## config.mk

```make
export PLATFORM = sky130hd
export DESIGN_NAME = pcie_client_regs
export DESIGN_NICKNAME = d
export VERILOG_FILES = /design/src/rtl/pcie_client_regs.sv
export SDC_FILE = /design/constraint.sdc
export NUM_CORES = 1
export LEC_CHECK = 0
export ABC_AREA = 1
export BUFFER_PORTS_ARGS = -buffer_cell sky130_fd_sc_hd__buf_4
export CAP_MARGIN = 25
export CORE_UTILIZATION = 44
export CTS_CLUSTER_SIZE = 24
export DETAILED_ROUTE_END_ITERATION = 10
export GPL_ROUTABILITY_DRIVEN = 0
export PLACE_DENSITY = 0.77
export SLEW_MARGIN = 5
export SYNTH_ARGS = -nofsm -noshare
export SYNTH_HDL_FRONTEND = slang
export SYNTH_SLANG_ARGS = --single-unit
```

## constraint.sdc

```tcl
create_clock -name clk -period 1.8 [get_ports clk]
set_clock_uncertainty 0.05 [all_clocks]
set_input_delay 0.45 -clock clk [delete_from_list [all_inputs] [get_ports clk]]
set_output_delay 0.45 -clock clk [all_outputs]
set_load 0.1 [all_outputs]
```

## src/rtl/pcie_client_regs.sv

```systemverilog
module pcie_client_regs #(
  parameter int ADDR_W = 12
) (
  input  logic              clk,
  input  logic              rst_n,
  input  logic              psel,
  input  logic              penable,
  input  logic              pwrite,
  input  logic [ADDR_W-1:0] paddr,
  input  logic [31:0]       pwdata,
  output logic [31:0]       prdata,
  input  logic [3:0]        intx_in,
  input  logic [5:0]        ltssm_state,
  input  logic              phy_link_up,
  input  logic              dll_link_up,
  input  logic              rst_req,
  output logic [15:0]       ctrl_out,
  output logic              enh_train_en,
  output logic              irq_legacy,
  output logic              irq_misc,
  output logic              link_up
);
  localparam logic [ADDR_W-1:0] A_GEN   = ADDR_W'(12'h000);
  localparam logic [ADDR_W-1:0] A_LSTA  = ADDR_W'(12'h008);
  localparam logic [ADDR_W-1:0] A_MSTA  = ADDR_W'(12'h010);
  localparam logic [ADDR_W-1:0] A_LMSK  = ADDR_W'(12'h01C);
  localparam logic [ADDR_W-1:0] A_MMSK  = ADDR_W'(12'h024);
  localparam logic [ADDR_W-1:0] A_HRST  = ADDR_W'(12'h180);
  localparam logic [ADDR_W-1:0] A_LINK  = ADDR_W'(12'h300);
  localparam logic [5:0]        TRAINED = 6'h11;

  logic [15:0] gen_q;
  logic        enh_q;
  logic [3:0]  lmsk_q;
  logic [2:1]  mmsk_q, msta_q, msta_set;
  logic        dll_q;
  logic        wr;
  logic [15:0] wen, wval;

  assign wr   = psel & penable & pwrite;
  assign wen  = pwdata[31:16];
  assign wval = pwdata[15:0];

  function automatic logic [15:0] hw_upd(input logic [15:0] cur, input logic [15:0] en,
                                         input logic [15:0] val);
    return (cur & ~en) | (val & en);
  endfunction

  assign msta_set = {rst_req, dll_link_up ^ dll_q};

  always_ff @(posedge clk or negedge rst_n) begin
    if (!rst_n) begin
      gen_q  <= '0;
      enh_q  <= 1'b0;
      lmsk_q <= '0;
      mmsk_q <= 2'b11;
      msta_q <= '0;
      dll_q  <= 1'b0;
    end else begin
      dll_q <= dll_link_up;
      if (wr && paddr == A_GEN)  gen_q  <= hw_upd(gen_q, wen, wval);
      if (wr && paddr == A_HRST) enh_q  <= wen[4] ? wval[4] : enh_q;
      if (wr && paddr == A_LMSK) lmsk_q <= hw_upd({12'b0, lmsk_q}, wen, wval)[3:0];
      if (wr && paddr == A_MMSK) mmsk_q <= hw_upd({13'b0, mmsk_q, 1'b0}, wen, wval)[2:1];
      if (wr && paddr == A_MSTA) msta_q <= (msta_q & ~wval[2:1]) | msta_set;
      else                       msta_q <= msta_q | msta_set;
    end
  end

  always_comb begin
    prdata = '0;
    unique case (paddr)
      A_GEN:   prdata[15:0] = gen_q;
      A_HRST:  prdata[4]    = enh_q;
      A_LSTA:  prdata[3:0]  = intx_in;
      A_LMSK:  prdata[3:0]  = lmsk_q;
      A_MSTA:  prdata[2:1]  = msta_q;
      A_MMSK:  prdata[2:1]  = mmsk_q;
      A_LINK:  prdata       = {14'b0, dll_link_up, phy_link_up, 10'b0, ltssm_state};
      default: prdata       = '0;
    endcase
  end

  assign ctrl_out     = gen_q;
  assign enh_train_en = enh_q;
  assign irq_legacy   = |(intx_in & ~lmsk_q);
  assign irq_misc     = |(msta_q & ~mmsk_q);
  assign link_up      = phy_link_up & dll_link_up & (ltssm_state == TRAINED);

  p_masked_bits_hold_r2: assert property (@(posedge clk) disable iff (!rst_n)
    (wr && paddr == A_GEN) |=> ((ctrl_out & ~$past(pwdata[31:16])) ==
                                ($past(ctrl_out) & ~$past(pwdata[31:16]))));
  p_no_write_no_change_r12: assert property (@(posedge clk) disable iff (!rst_n)
    !wr |=> ($stable(ctrl_out) && $stable(enh_train_en) && $stable(lmsk_q) && $stable(mmsk_q)));
  p_reset_req_sets_r7: assert property (@(posedge clk) disable iff (!rst_n)
    rst_req |=> msta_q[2]);
  p_dll_edge_sets_r7: assert property (@(posedge clk) disable iff (!rst_n)
    (dll_link_up != dll_q) |=> msta_q[1]);
  p_full_mask_quiet_r9: assert property (@(posedge clk) disable iff (!rst_n)
    (mmsk_q == 2'b11) |-> !irq_misc);
  p_trained_needs_flags_r11: assert property (@(posedge clk) disable iff (!rst_n)
    link_up |-> (prdata[17:16] == 2'b11 || paddr != A_LINK));
endmodule

```

==> results of run 1 <==
-- cell usage after synthesis --
master / n / area [sq um]
a221oi_1: 1 / 8.760
buf_2: 3 / 15.01
buf_4: 15 / 112.6
buf_6: 3 / 33.78
conb_1: 1 / 3.750
dfrtp_1: 24 / 600.6
dfstp_2: 2 / 52.55
inv_1: 54 / 202.7
inv_2: 1 / 3.750
nand2_1: 68 / 255.2
nand2_2: 3 / 18.77
nand3_1: 30 / 150.1
nand3_4: 1 / 17.52
nand4_1: 17 / 106.4
nor2_1: 30 / 112.6
nor2_2: 19 / 118.9
nor2_4: 2 / 22.52
nor3_1: 1 / 5.000
nor3_2: 1 / 10.01
nor4_1: 1 / 6.260
o211ai_1: 1 / 7.510
o21ai_0: 1 / 5.000
o21ai_1: 17 / 85.08
o22ai_1: 1 / 6.260
xnor2_1: 1 / 8.760
-- cell type report --
type	count	area, sq um
clock buffers	3	41.29
clock inverters	1	30.03
fillers	251	671.9
inverters	55	209.0
multi-input cells	209	1235
flip-flops and latches	26	664.4
well taps	50	62.56
repair buffers	125	1230
-- report_power, final --
part           internal (mW)  switching [mW]  total, mW  leakage [nW]
logic                  0.130           0.250      0.381          1.41
registers              0.585        0.000792      0.586         0.319
clock network          0.297           0.184      0.481        0.0357
total                   1.01           0.435       1.45          1.76
-- cells by family (layout without fill, tap and decap cells) --
family,Yosys count,count (layout),synth area share [%]
simple gates,173,173,41.80
flops,26,26,33.16
buf+inv,76,184,18.68
other cells,1,14,0.1904
compound gates,21,21,5.718
xor+xnor,1,1,0.4448
-- routing by layer --
metal / up-vias / global-route usage, % / wire [um]
met1: 1068 / 32.68 / 2493
met3: 8 / 4.934 / 439
met4: 0 / 7.653 / 73
met2: 102 / 50.24 / 3218
li1: 1147 / - / -
met5: - / 0 / 0
-- placed cells by master, fill, tap and decap left out, types with 2 or more instances in the layout --
| cell | Yosys | routed |
|---|---|---|
| buf_12 | 0 | 20 |
| buf_4 | 15 | 96 |
| buf_6 | 3 | 7 |
| buf_8 | 0 | 2 |
| clkbuf_8 | 0 | 3 |
| conb_1 | 1 | 14 |
| dfrtp_1 | 24 | 15 |
| dfrtp_2 | 0 | 9 |
| dfstp_2 | 2 | 2 |
| inv_1 | 54 | 53 |
| nand2_1 | 68 | 63 |
| nand2_2 | 3 | 4 |
| nand2_4 | 0 | 3 |
| nand3_1 | 30 | 26 |
| nand3_2 | 0 | 4 |
| nand4_1 | 17 | 17 |
| nor2_1 | 30 | 11 |
| nor2_2 | 19 | 20 |
| nor2_4 | 2 | 20 |
| nor3_2 | 1 | 2 |
| o21ai_1 | 17 | 16 |
-- worst max path at each step --
stage | slack (ps) | end | from | cells past startpoint
finish | -230 | prdata[4] | paddr[2] | 8
global route | -320 | prdata[4] | paddr[2] | 7
CTS | -210 | prdata[5] | paddr[5] | 8
detailed placement | -340 | prdata[1] | paddr[8] | 9
global placement | -340 | prdata[1] | paddr[8] | 9
floorplan | -1050 | prdata[4] | paddr[1] | 5
-- through the flow --
step / total power [mW] / hold slack [ps] / std cells / utilization (%) / area [sq um]
final: 1.448 / 18.47 / 469 / 83.79 / 3472
after global routing: 1.497 / 44.83 / 469 / 83.79 / 3472
after CTS: 1.445 / 34.35 / 469 / 82.43 / 3416
after floorplan: 0.8127 / 104.4 / 311 / - / 2136
after detailed placement: 0.9528 / 330.9 / 461 / 71.83 / 2977
after global placement: 0.9486 / 326.8 / 461 / 71.83 / 2977
-- what timing repair did --
item / in CTS / in global routing
endpoints found under the hold margin: 0 / 0
setup endpoints to repair: 19 / 19
gates resized for setup: 83 / 14
setup buffers: 4 / 0
pin swaps: 11 / 5
==> qor.yml, run 1 <==
run_status:
  status: "finished with violations"
  violations: "setup timing"
worst_setup_path:
  critical_path_class: "in -> out"
  worstPathCellList: "buf_4 > nor2_2 > nand2_2 > nor2_4 > buf_6 > nand3_2 > o211ai_1 > buf_6"
  start_kind: "primary input"
  crit_family: "buffers and inverters"
  reg2reg_depth: 4
  path_max_fanout: 4
  arrival_ps: 1530
  cp_common_cell: "buf_6"
  cp_num_buf_inv: 3
  end_kind: "output pin"
  required_ps: 1300
  r2r_slack_ps: 980
  slowest_delay_ps: 260
  cpMaxStageDelayCell: "buf_6"
pwr:
  p_leak_nw: 1.764
  ir_worst_vdd_mv: 0.3944
  cellPowerDensity_nw_per_um2: 416.9
detailed_routing:
  wl_um: 6224
  post_drt_wl_per_cell_um: 13.27
  antenna_left: 0
  vias_per_cell: 4.957
  firstDrtPassIters: 4
  vias: 2325
  drt_iter0_drc: 147
  drc: 0
clocking:
  clock_latency_ps: 260
  cts.sinks: 26
  cts_buffers: 3
  cts_hold_buf: 0
  root_buffer: "clkbuf_8"
  clk_pin_slew_ps: 90
  clk_path_buf_depth: 2
  cts_tree: "yes"
  htree_levels: 1
placement:
  port_buffers: 99
  dpl.hpwl_um: 4450
  pre_cts_ws_ps: -336.9
layout:
  antenna_cells: 0
  fin_nets: 482
  layout-drive-gt1-share_pct: 48.21
  syn2layout_area_growth_pct: 76.30
floorplan:
  die_w_um: 68.90
  io_pins: 114
  fp.coreArea_sq_um: 4144
  start_util_pct: 47.52
  rows: 23
  dieHeight_um: 68.90
  dieArea_sq_um: 4747
grt:
  antenna_found_initial: 0
  grt_pass1_wl_um: 9618
  grt_pass1_vias: 2234
  grt_start_max_net_pins: 31
  grt_usage_pct: 27.53
  overflow: 0
sta:
  setup_tns_ps: -3650
  fin_ws_ps: -233.7
  rsz0062_at_grt: "yes"
  hold_violations: 0
  finalCriticalPeriod_ps: 2034
  finalSetupViolCount: 18
  min_period_over_period_pct: 113.0
  report.final.slew_viol_count: 0
  fmaxAchievable_mhz: 491.7
synth:
  netlist_area_sq_um: 1969
  yosysWarningCount: 0
  synth_cells: 298
  synth-seq-cells: 26
  synth_area_per_cell_sq_um: 6.609
  synth_seq_area_share_pct: 33.16
  synth.distinct_cells: 25
job:
  drv_cap: 0
hold_path:
  worstHoldPathType: "in -> async"
Power figures use the tool's default switching activity.
==> inputs of run 2 (changes only) <==
--- a/config.mk
+++ b/config.mk
@@ -7,8 +7,9 @@
 export LEC_CHECK = 0
 export ABC_AREA = 1
 export BUFFER_PORTS_ARGS = -buffer_cell sky130_fd_sc_hd__buf_4
-export CAP_MARGIN = 25
+export CAP_MARGIN = 20
 export CORE_UTILIZATION = 44
+export CTS_BUF_LIST = sky130_fd_sc_hd__clkbuf_16
 export CTS_CLUSTER_SIZE = 24
 export DETAILED_ROUTE_END_ITERATION = 10
 export GPL_ROUTABILITY_DRIVEN = 0
==> run 2 against run 1 <==
Compared with the run above: the flow still finishes with violations (setup timing); first-iteration DRC count is 4.1% lower; non-clock buffer count increased by 2; final cell count is 0.43% higher; sequential cell count stayed put; sequential power about the same; sequential share of layout area down 0.31 points; global-route usage is 1.3 points higher; power is 12% higher; routed wire length increased by 7.8%; final area rose by 1.6%; clock power grew 35%; utilization rose by 1.4 points; critical endpoint is now prdata[1]; largest cell class is now non-clock buffers; highest routed layer unchanged.
==> qor.yml, run 2 (synthesis gave the netlist of run 1 again) <==
run_status:
  status: "finished with violations"
  violations: "setup timing"
clocking:
  cts_buffers: 3  # unchanged
  htree_levels: 1  # unchanged
  cts.sinks: 26  # unchanged
  clk_path_buf_depth: 2  # unchanged
  root_buffer: "clkbuf_16"
  clock_latency_ps: 260  # about the same
  cts_tree: "yes"
  clk_pin_slew_ps: 70  # -20 ps
detailed_routing:
  vias_per_cell: 5.130  # +3.5%
  drc: 0  # unchanged
  firstDrtPassIters: 5  # +1
  post_drt_wl_per_cell_um: 14.25  # +7.4%
  antenna_left: 0  # unchanged
  wl_um: 6711  # +7.8%
  vias: 2416  # +3.9%
  drt_iter0_drc: 141  # -4.1%
worst_setup_path:
  path_max_fanout: 9  # +5
  arrival_ps: 1540  # about the same
  start_kind: "primary input"
  r2r_slack_ps: 980  # about the same
  critical_path_class: "in -> out"
  required_ps: 1300  # about the same
  end_kind: "output pin"
  reg2reg_depth: 3  # -1
placement:
  port_buffers: 99  # unchanged
  dpl.hpwl_um: 4450  # unchanged
floorplan:
  io_pins: 114  # unchanged
  dieHeight_um: 68.90  # unchanged
  fp.coreArea_sq_um: 4144  # unchanged
  dieArea_sq_um: 4747  # unchanged
  start_util_pct: 47.52  # unchanged
  die_w_um: 68.90  # unchanged
  rows: 23  # unchanged
layout:
  fin_nets: 484  # +0.41%
  antenna_cells: 0  # unchanged
  final_cell_mix: "buf_4, nand2_1, inv_1"
  layout-drive-gt1-share_pct: 48.46  # +0.25 points
  syn2layout_area_growth_pct: 79.16
  mostFrequentLayoutCell: "buf_4"
grt:
  antenna_found_initial: 0  # unchanged
  grt_pass1_wl_um: 9984  # +3.8%
  grt_usage_pct: 28.83  # +1.3 points
  grt_pass1_vias: 2255  # +0.94%
  grt_start_max_net_pins: 31  # unchanged
  overflow: 0  # unchanged
sta:
  fin_ws_ps: -239.0  # -5.228 ps
  holdWs_ps: 35.80  # +17.33 ps
  finalCriticalPeriod_ps: 2039  # +5.228 ps
  min_period_over_period_pct: 113.3  # +0.29 points
  rsz0062_at_grt: "yes"
  finalSetupViolCount: 19  # +1
  hold_violations: 0  # unchanged
  setup_tns_ps: -3508  # +141.3 ps
  fmaxAchievable_mhz: 490.4  # -0.26%
  report.final.slew_viol_count: 0  # unchanged
job:
  drv_cap: 0  # unchanged
pwr:
  ir_worst_vdd_mv: 0.3318  # -16%
  cellPowerDensity_nw_per_um2: 458.5  # +10%
  p_leak_nw: 1.790  # +1.5%
hold_path:
  worstHoldPathType: "in -> async"
-- run 2: changes by cell type in the layout (fill, tap and decap cells not counted) --
cell / change
buf_4: +1
buf_6: +2
buf_8: -1
clkbuf_16: +3
clkbuf_8: -3
nand2_1: +1
nand2_2: -1
nand3_1: -1
nand3_2: +1
nor2_2: -1
nor2_4: +1
-- run 2: metal layers --
metal / wire, um / track usage [%]
met4: 149 / 9.949
met1: 2582 / 33.85
met5: 0 / 0
met2: 3498 / 52.18
met3: 480 / 5.099
-- run 2: area by class of cell --
| cell class | instances | area, sq um |
|---|---|---|
| repair buffers | 127 | 1245 |
| multi-input cells | 209 | 1242 |
| flip-flops and latches | 26 | 664.4 |
| fillers | 238 | 615.6 |
| inverters | 55 | 209.0 |
| clock buffers | 3 | 75.07 |
| well taps | 50 | 62.56 |
| clock inverters | 1 | 30.03 |
-- run 2: worst max-delay path, stage by stage --
cell	delay [ps]
buf_8	100
nor2_4	120
nand2_2	70
nor2_4	170
buf_12	150
nand3_1	80
nand2_1	110
nor2_2	60
nand2_4	60
buf_12	160
-- run 2: per-stage QoR --
step                power (mW)  utilization [%]  setup slack [ps]  cells  instance area [sq um]
CTS                      1.616            83.70            -209.6    469                   3468
finish                   1.618            85.14            -239.0    471                   3528
floorplan               0.8127                -             -1050    311                   2136
detailed placement      0.9528            71.83            -336.9    461                   2977
global placement        0.9486            71.83            -342.1    461                   2977
global route             1.666            85.14            -312.2    471                   3528
-- run 2: timing repair --
| item | in CTS | in global routing |
|---|---|---|
| hold buffers | 0 | 0 |
| setup buffers | 4 | 2 |
| gates resized for setup | 88 | 10 |
| pin swaps | 11 | 1 |
| cloned | 0 | 0 |
| setup endpoints to repair | 19 | 19 |
-- run 2: worst max path at each step --
stage | cells after the start | slack [ps] | startpoint | end
floorplan | 5 | -1050 | paddr[1] | prdata[4]
global placement | 9 | -340 | paddr[8] | prdata[1]
finish | 10 | -240 | paddr[5] | prdata[1]
detailed placement | 9 | -340 | paddr[8] | prdata[1]
global route | 10 | -310 | paddr[5] | prdata[1]
CTS | 8 | -210 | paddr[5] | prdata[5]
-- run 2: power breakdown --
| group | switching, mW | internal, mW |
|---|---|---|
| clock | 0.205 | 0.443 |
| sequential | 0.000811 | 0.586 |
| combinational | 0.253 | 0.131 |
